===== src/rtl/dacfr_pkg.sv =====
package dacfr_pkg;
  localparam int MODE_W = 2;

  typedef enum logic [MODE_W-1:0] {
    PD_NORMAL   = 2'b00,
    PD_GND_1K   = 2'b01,
    PD_GND_100K = 2'b10,
    PD_FLOAT    = 2'b11
  } pd_mode_e;

  localparam int NUM_CTRL = 1 << MODE_W;
endpackage


===== src/rtl/dacfr_edge.sv =====
module dacfr_edge (
  input  logic clk,
  input  logic rst_n,
  input  logic sync_n,
  input  logic sclk,
  output logic sync_fall,
  output logic sync_rise,
  output logic sclk_fall
);
  logic sync_q, sclk_q;

  always_ff @(posedge clk or negedge rst_n) begin
    if (!rst_n) begin
      sync_q <= 1'b0;
      sclk_q <= 1'b0;
    end else begin
      sync_q <= sync_n;
      sclk_q <= sclk;
    end
  end

  always_comb begin
    sync_fall = sync_q & ~sync_n;
    sync_rise = ~sync_q & sync_n;
    sclk_fall = sclk_q & ~sclk;
  end
endmodule


===== src/rtl/dacfr_shift.sv =====
module dacfr_shift #(
  parameter int FRAME_W = 24,
  parameter int PAY_W   = 18
) (
  input  logic             clk,
  input  logic             rst_n,
  input  logic             sync_n,
  input  logic             din,
  input  logic             sync_fall,
  input  logic             sync_rise,
  input  logic             sclk_fall,
  output logic             commit,
  output logic             cancel,
  output logic [PAY_W-1:0] payload
);
  localparam int CNT_W = $clog2(FRAME_W + 1);
  localparam logic [CNT_W-1:0] LAST = CNT_W'(FRAME_W - 1);

  logic                armed_q, armed_d;
  logic [CNT_W-1:0]    cnt_q, cnt_d;
  logic [PAY_W-2:0]    sh_q, sh_d;

  assign payload = {sh_q, din};

  always_comb begin
    armed_d = armed_q;
    cnt_d   = cnt_q;
    sh_d    = sh_q;
    commit  = 1'b0;
    cancel  = 1'b0;
    if (sync_rise) begin
      cancel  = armed_q;
      armed_d = 1'b0;
      cnt_d   = '0;
      sh_d    = '0;
    end else if (sync_fall) begin
      armed_d = 1'b1;
      cnt_d   = '0;
      sh_d    = '0;
    end else if (armed_q && sclk_fall && !sync_n) begin
      sh_d = payload[PAY_W-2:0];
      if (cnt_q == LAST) begin
        commit  = 1'b1;
        armed_d = 1'b0;
        cnt_d   = '0;
      end else begin
        cnt_d = cnt_q + 1'b1;
      end
    end
  end

  always_ff @(posedge clk or negedge rst_n) begin
    if (!rst_n) begin
      armed_q <= 1'b0;
      cnt_q   <= '0;
      sh_q    <= '0;
    end else begin
      armed_q <= armed_d;
      cnt_q   <= cnt_d;
      sh_q    <= sh_d;
    end
  end

  AST_CNT_IN_FRAME: assert property (@(posedge clk) disable iff (!rst_n)
    cnt_q <= LAST) else $error("bit count past frame end");
  AST_IDLE_NO_COUNT: assert property (@(posedge clk) disable iff (!rst_n)
    !armed_q |-> (cnt_q == '0)) else $error("count while no frame open");
  AST_COMMIT_CLOSES: assert property (@(posedge clk) disable iff (!rst_n)
    commit |=> !armed_q) else $error("frame still open after commit");
endmodule


===== src/rtl/dacfr_regs.sv =====
module dacfr_regs #(
  parameter int CODE_W = 16,
  parameter int PAY_W  = 18
) (
  input  logic                          clk,
  input  logic                          rst_n,
  input  logic                          commit,
  input  logic                          cancel,
  input  logic [PAY_W-1:0]              payload,
  output logic [CODE_W-1:0]             code_q,
  output dacfr_pkg::pd_mode_e           mode_q,
  output logic                          done_q,
  output logic                          abort_q
);
  import dacfr_pkg::*;

  logic [CODE_W-1:0] code_d;
  pd_mode_e          mode_d, mode_in;

  assign mode_in = pd_mode_e'(payload[PAY_W-1:CODE_W]);

  always_comb begin
    code_d = code_q;
    mode_d = mode_q;
    if (commit) begin
      mode_d = mode_in;
      if (mode_in == PD_NORMAL) code_d = payload[CODE_W-1:0];
    end
  end

  always_ff @(posedge clk or negedge rst_n) begin
    if (!rst_n) begin
      code_q  <= '0;
      mode_q  <= PD_NORMAL;
      done_q  <= 1'b0;
      abort_q <= 1'b0;
    end else begin
      code_q  <= code_d;
      mode_q  <= mode_d;
      done_q  <= commit;
      abort_q <= cancel;
    end
  end

  AST_CODE_ONLY_ON_COMMIT: assert property (@(posedge clk) disable iff (!rst_n)
    !done_q |-> $stable(code_q)) else $error("code moved without commit");
  AST_MODE_ONLY_ON_COMMIT: assert property (@(posedge clk) disable iff (!rst_n)
    !done_q |-> $stable(mode_q)) else $error("mode moved without commit");
  AST_PD_KEEPS_CODE: assert property (@(posedge clk) disable iff (!rst_n)
    (done_q && mode_q != PD_NORMAL) |-> $stable(code_q)) else $error("power-down frame changed code");
  AST_NO_BACK_TO_BACK: assert property (@(posedge clk) disable iff (!rst_n)
    done_q |=> !done_q) else $error("two commits in a row");
  AST_STROBES_EXCL: assert property (@(posedge clk) disable iff (!rst_n)
    !(done_q && abort_q)) else $error("commit and cancel together");
endmodule


===== src/rtl/dacfr_outdec.sv =====
module dacfr_outdec (
  input  dacfr_pkg::pd_mode_e              mode,
  output logic [dacfr_pkg::NUM_CTRL-1:0]   ctrl
);
  import dacfr_pkg::*;

  for (genvar i = 0; i < NUM_CTRL; i++) begin : g_ctrl
    assign ctrl[i] = (mode == pd_mode_e'(i));
  end
endmodule


===== src/rtl/dacfr_top.sv =====
module dacfr_top #(
  parameter int CODE_W = 16,
  parameter int PAD_W  = 6
) (
  input  logic              clk,
  input  logic              rst_n,
  input  logic              sync_n,
  input  logic              sclk,
  input  logic              din,
  output logic [CODE_W-1:0] dac_code,
  output logic [1:0]        pd_mode,
  output logic              amp_en,
  output logic              pull_1k,
  output logic              pull_100k,
  output logic              out_hiz,
  output logic              frame_done,
  output logic              frame_abort
);
  import dacfr_pkg::*;

  localparam int PAY_W   = CODE_W + MODE_W;
  localparam int FRAME_W = PAD_W + PAY_W;

  logic                sync_fall, sync_rise, sclk_fall;
  logic                commit, cancel;
  logic [PAY_W-1:0]    payload;
  pd_mode_e            mode_q;
  logic [NUM_CTRL-1:0] ctrl;

  dacfr_edge u_edge (
    .clk(clk), .rst_n(rst_n), .sync_n(sync_n), .sclk(sclk),
    .sync_fall(sync_fall), .sync_rise(sync_rise), .sclk_fall(sclk_fall)
  );

  dacfr_shift #(.FRAME_W(FRAME_W), .PAY_W(PAY_W)) u_shift (
    .clk(clk), .rst_n(rst_n), .sync_n(sync_n), .din(din),
    .sync_fall(sync_fall), .sync_rise(sync_rise), .sclk_fall(sclk_fall),
    .commit(commit), .cancel(cancel), .payload(payload)
  );

  dacfr_regs #(.CODE_W(CODE_W), .PAY_W(PAY_W)) u_regs (
    .clk(clk), .rst_n(rst_n), .commit(commit), .cancel(cancel),
    .payload(payload), .code_q(dac_code), .mode_q(mode_q),
    .done_q(frame_done), .abort_q(frame_abort)
  );

  dacfr_outdec u_dec (.mode(mode_q), .ctrl(ctrl));

  assign pd_mode   = mode_q;
  assign amp_en    = ctrl[PD_NORMAL];
  assign pull_1k   = ctrl[PD_GND_1K];
  assign pull_100k = ctrl[PD_GND_100K];
  assign out_hiz   = ctrl[PD_FLOAT];

  AST_ONE_STAGE_CTRL: assert property (@(posedge clk) disable iff (!rst_n)
    $countones({amp_en, pull_1k, pull_100k, out_hiz}) == 1) else $error("output controls not one-hot");
  AST_CANCEL_NEEDS_SYNC_HIGH: assert property (@(posedge clk) disable iff (!rst_n)
    frame_abort |-> $past(sync_n)) else $error("cancel without sync high");
endmodule


===== config.mk =====
export PLATFORM = sky130hd
export DESIGN_NAME = dacfr_top
export DESIGN_NICKNAME = d
export VERILOG_FILES = /design/src/rtl/dacfr_pkg.sv /design/src/rtl/dacfr_edge.sv /design/src/rtl/dacfr_shift.sv /design/src/rtl/dacfr_regs.sv /design/src/rtl/dacfr_outdec.sv /design/src/rtl/dacfr_top.sv
export SDC_FILE = /design/constraint.sdc
export NUM_CORES = 1
export LEC_CHECK = 0
export CAP_MARGIN = 10
export CORE_UTILIZATION = 40
export DETAILED_ROUTE_END_ITERATION = 16
export SETUP_SLACK_MARGIN = 0.1
export SLEW_MARGIN = 20
export SYNTH_ARGS = -nofsm -noshare
export SYNTH_HDL_FRONTEND = slang
export SYNTH_SLANG_ARGS = --single-unit

===== constraint.sdc =====
create_clock -name clk -period 2 [get_ports clk]
set_input_delay 0.4 -clock clk [delete_from_list [all_inputs] [get_ports clk]]
set_output_delay 0.4 -clock clk [all_outputs]
set_load 0.02 [all_outputs]

======== Yosys cells after proc, flatten, opt, wreduce, memory -nomap -nowiden ========
Cells that the tools add are included.
operators by class
  reductions and logical operators ........ 9
  equal/unequal tests ..................... 4
  add/sub/neg operators ................... 1
  muxes and demuxes ....................... 16
  bitwise logic cells ..................... 6
operator list
  cell                 count
  $mux 17              3
  $mux 5               4
  $mux 1               9
  $reduce_bool 3->1    2
  $add 5x1->5 const B  1
  $eq 5x5->1 const B   1
  $eq 2x2->1 const B   2
  $logic_not 2->1      2
  $reduce_and 2->1     2
  $and 1x1->1          3
  $not 1->1            3
  $eq 2x1->1 const B   1
  $logic_and 1x1->1    2
  $logic_not 1->1      1
storage, ports and cells
  flip-flop bits (word level) ............. 45
  output and inout bits ................... 24
  bits of input ports ..................... 5
  word-level logic and storage cells ...... 45

======== Logic depth before layout (Yosys ltp) ========
  depth in word-level cells ............... 8
  gate-level depth with buffers ........... 6
  mapped depth without buffers ............ 5

======== By module ========
A second synthesis with hierarchy kept.
unflattened totals
  cells, all modules ...................... 120
  area total of the unflattened synthesis .. 1813.0 µm²
modules (own cells, without submodules)
  module        cells each  seq. area each (µm²)  instances  area each (µm²)
  dacfr_shift   71          575.6                 1          978.4
  dacfr_regs    40          500.5                 1          737.0
  dacfr_edge    5           50.0                  1          71.3
  dacfr_outdec  4           0.0                   1          26.3

======== Least setup slack after synthesis ========
OpenSTA, ideal clock, no wires.
  kind .................................... reg2reg
  from .................................... register u_shift.cnt_q[0]
  to ...................................... register u_regs.code_q[10]
  setup slack ............................. 392 ps
  path buffers ............................ 1
  data required time ...................... 1875 ps
  stages on the path, launching flop included .. 6
  clock period less this slack ............ 1608 ps
  arrival time ............................ 1483 ps
  library setup time ...................... 125 ps
  path through ............................ dfrtp_1 > ha_1 > and4b_2 > nand4_4 > buf_6 > mux2_4
on the way
  word-level cells in the longest chain between the ends .. 6
ends and longest elaborated chain
  what                        line               RTL
  start, declared             dacfr_shift.sv:20  logic [CNT_W-1:0] cnt_q, cnt_d;
  start signal, assigned      dacfr_shift.sv:59  cnt_q <= cnt_d;
  $eq 5x5->1                  dacfr_shift.sv:42  if (cnt_q == LAST) begin
  $mux 1                      dacfr_shift.sv:42
  $mux 1                      dacfr_shift.sv:40  end else if (armed_q && sclk_fall && !sync_n) begin
  $mux 1                      dacfr_shift.sv:36  end else if (sync_fall) begin
  $mux 1                      dacfr_shift.sv:31  if (sync_rise) begin
  $reduce_and 2->1 (no line)  -
  end signal, assigned        dacfr_regs.sv:38   code_q <= code_d;
  end, declared               dacfr_regs.sv:10   output logic [CODE_W-1:0] code_q,
No other way between the ends.
A chain may end at the register's enable or synchronous reset.

======== Worst setup path in the final report ========
  from .................................... register u_regs.mode_q[0]
  to ...................................... output port amp_en
on the way
  word-level cells in the longest chain between the ends .. 1
ends and longest elaborated chain
  what                    line               RTL
  start, declared         dacfr_regs.sv:11   output dacfr_pkg::pd_mode_e mode_q,
  start signal, assigned  dacfr_regs.sv:39   mode_q <= mode_d;
  $logic_not 2->1         dacfr_outdec.sv:8  assign ctrl[i] = (mode == pd_mode_e'(i));
  end, declared           dacfr_top.sv:12    output logic amp_en,
No other way between the ends.

==> run_results.csv <==
group,metric,value,unit
outcome,status,"complete, no violations",
floorplanning,coreArea,4690,sq um
global_routing,grt.overflow.total,0,
clock_network,cts_buffers,5,
sta,finalSetupViolCount,0,
detailed_routing,wl_per_cell,14.6,microns
clock_network,clk_latency,0.30,ns
finish,layout-drive-gt1-share,21.1,%
sta,period_minus_slack,1.84,ns
sta,fin_ws,0.158,ns
synth,synth_cells,167,
synth,yosys_warnings,0,
floorplanning,rows,25,
setup_path,crit_path_cell_trace,"nor2_1 > clkdlybuf4s50_1",
global_routing,grt_max_degree,46,
sta,finalClockSkew,0.00474,ns
setup_path,crit_family,"buffers and inverters",
sta,drv_slew,0,
setup_path,path_buf_inv,1,
detailed_routing,antenna_left,0,
power,leakage,1.16,nW
place,placed_cells_incl_taps,250,
synth,yosys-top-cells-count,"dfrtp_1 (45), nand3_1 (21), nand2_1 (20), o21ai_0 (19), mux2_4 (10)",
power,powerDensity,697,nW/um^2
clock_network,clkTransAtPathRegs,0.08,ns
place,dp_slack,-0.131,ns
finish,syn_to_final_growth,24.4,%
synth,syn_area,1950,sq um
clock_network,cts_buffer_depth,2,
clock_network,hold_buffers,0,
clock_network,clockRootBuffer,"clkbuf_8",
place,hpwlAfterDp,2.57,mm
detailed_routing,via_count,1378,
setup_path,max_stage_delay,0.60,ns
floorplanning,die_x,71.8,microns
synth,synth-edff-count,0,
job,maxCapViolCount,0,
sta,grt_setup_unrepaired,"no",
sta,period_share,92.1,%
clock_network,cts_sinks,45,
synth,yosysUniqueCellTypes,29,
floorplanning,dieArea,5160,sq um
clock_network,htree_levels,2,
synth,ys_seq_elements,45,
setup_path,worstSetupStartpointType,"register",
detailed_routing,drt-total-wl,3.77,mm
global_routing,antenna_found_initial,0,
synth,async_reset_ff_share,100,%
setup_path,arrival,1.44,ns
global_routing,grt_use_total,17.0,%
detailed_routing,drtIter0Drc,125,
global_routing,grt_pass1_wl,6.62,mm
place,port_buffers,28,
detailed_routing,drc,0,
finish,antenna_cells,0,
min_path,min_path_type,"in -> async",
place,placed_area,2340,sq um
synth,synth_area_leaders,"dfrtp_1 (58%), mux2_4 (7.7%), nand3_1 (5.4%)",
synth,synthesis.nets,175,
setup_path,worst-setup-path-type,"reg -> out",
clock_network,cts_tree,"done",
finish,n_fill_cell,411,
synth,synth_top_area_share,57.8,%
sta,hold_viol,0,
synth,synth.avg_cell_area,11.7,sq um
sta,fmax,543,MHz
detailed_routing,via_per_inst,5.34,
setup_path,cp-end-kind,"primary output",
power,ir_drop,0.393,mV
setup_path,path_max_fanout,6,
synth,synth_most_common_cell,"dfrtp_1",
sta,tightest_slew,0.571,ns
place,gp_congestion,0.810,
floorplanning,initial_core_util,41.5,%
synth,synth_ff_type,"dfrtp_1",
detailed_routing,dr.pass1.iters,4,
finish,fin_nets,211,
finish,final_cells,258,
sta,slew_headroom,61.9,%
synth,synth-seq-area-share,57.8,%
setup_path,required,1.60,ns
global_routing,grt_pass1_vias,1445,
finish,fin_area,2420,sq um
synth,yosysTopAreaCell,"dfrtp_1",
floorplanning,num_io_pins,29,
power,finalPower,1.69,mW
floorplanning,die_h,71.8,microns
clock_network,post_cts.repair.setup_buffers,0,
setup_path,slowest_stage,"clkdlybuf4s50_1",
-- area by class of cell --
type / count / area [sq um] / share of cell area [%]
inverter: 7 / 26.3 / 1.08
tap: 54 / 67.6 / 2.79
timing repair buffer: 38 / 363 / 15.0
clock inverter: 3 / 17.5 / 0.722
multi-input combinational: 106 / 756 / 31.2
clock buffer: 5 / 68.8 / 2.84
sequential: 45 / 1130 / 46.4
-- path summary, 6_finish.rpt --
| kind | startpoint | endpoint | slack [ns] | depth (start not counted) |
|---|---|---|---|---|
| worst min register to register | u_regs.code_q[1]$_DFFE_PN0P_ | u_regs.code_q[1]$_DFFE_PN0P_ | 0.51 | 1 |
| min in group clk | u_regs.code_q[1]$_DFFE_PN0P_ | u_regs.code_q[1]$_DFFE_PN0P_ | 0.51 | 1 |
| max in group asynchronous | rst_n | u_regs.code_q[0]$_DFFE_PN0P_ | 1.44 | 2 |
| worst max-delay path | u_regs.mode_q[0]$_DFFE_PN0P_ | amp_en | 0.16 | 2 |
| worst min-delay path | rst_n | u_edge.sync_q$_DFF_PN0_ | 0.17 | 2 |
| worst max register to register | u_shift.cnt_q[0]$_DFFE_PN0P_ | u_regs.code_q[2]$_DFFE_PN0P_ | 0.30 | 5 |
-- placed cells by master (no fill, tap or decap) --
| cell | count |
|---|---|
| clkinv_2 | 2 |
| buf_12 | 1 |
| dlymetal6s2s_1 | 1 |
| clkbuf_8 | 5 |
| and4bb_2 | 1 |
| nor2_1 | 3 |
| clkdlybuf4s50_1 | 24 |
| mux2_2 | 9 |
| nand4bb_1 | 1 |
| a21oi_1 | 1 |
| and2_1 | 2 |
| nand4_4 | 1 |
| a22oi_1 | 2 |
| mux2_4 | 10 |
| o21ai_1 | 1 |
| nor2_4 | 1 |
| nand3_1 | 21 |
| dfrtp_1 | 45 |
| clkinvlp_4 | 1 |
| or3_1 | 1 |
| o21ai_0 | 18 |
| o22ai_1 | 1 |
| nand2b_1 | 1 |
| o211ai_1 | 1 |
| o32ai_1 | 2 |
| buf_4 | 9 |
| ha_1 | 3 |
| or2_2 | 1 |
| nor2b_1 | 2 |
| inv_1 | 7 |
| nand4b_1 | 1 |
| nand2_1 | 20 |
| and4b_2 | 1 |
| a2bb2oi_1 | 1 |
| dlygate4sd2_1 | 2 |
| buf_2 | 1 |
-- worst register-to-register path, delay by kind of cell (launching register included) --
family	cells	cell delay, ns
muxes	1	0.35
and+or+nand+nor	2	0.38
DFF	1	0.42
buffers and inverters	1	0.17
adders and majority gates	1	0.27
-- registers in the layout, summed over array words and instances (netlist names) --
name / flops
u_regs.done_q: 1
u_shift.armed_q: 1
u_edge.sclk_q: 1
u_regs.abort_q: 1
u_regs.mode_q: 2
u_shift.sh_q: 17
u_regs.code_q: 16
u_shift.cnt_q: 5
u_edge.sync_q: 1
-- timing repair --
item                                    CTS  global route
endpoints found under the hold margin     0             0
gates resized for setup                   2             2
gates cloned                              0             0
endpoints found under the setup margin    2            11
pin swaps                                 0             1
-- stage by stage --
step | TNS (ns) | util [%] | hold WS (ns)
after floorplan | 0 | - | 0.104
after global placement | -0.974 | 49.8 | 0.491
after detailed placement | -1.96 | 49.8 | 0.492
after CTS | 0 | 51.6 | 0.184
after global routing | 0 | 51.7 | 0.205
final | 0 | 51.7 | 0.171
-- routing by layer --
layer	vias to the layer above	share of wire, %	global-route usage (%)
li1	653	-	-
met2	34	50	28.7
met1	686	44	20.1
met5	-	0	0
met4	0	1.9	8.28
met3	5	3.4	4.64
-- where the power goes --
part           switching, mW  internal (mW)
Sequential            0.0320          0.944
Combinational          0.101         0.0613
Clock                  0.309          0.241
Total                  0.442           1.25
-- logic make-up (layout without fill, tap and decap cells) --
kind of cell,Yosys count,count (layout),synth area share [%]
simple gates,57,57,16.0
mux,19,19,12.9
compound gates,27,27,7.96
fa+ha+maj,3,3,1.93
flops,45,45,57.8
buf+inv,16,53,3.47
(Power assumes the default switching activity.)
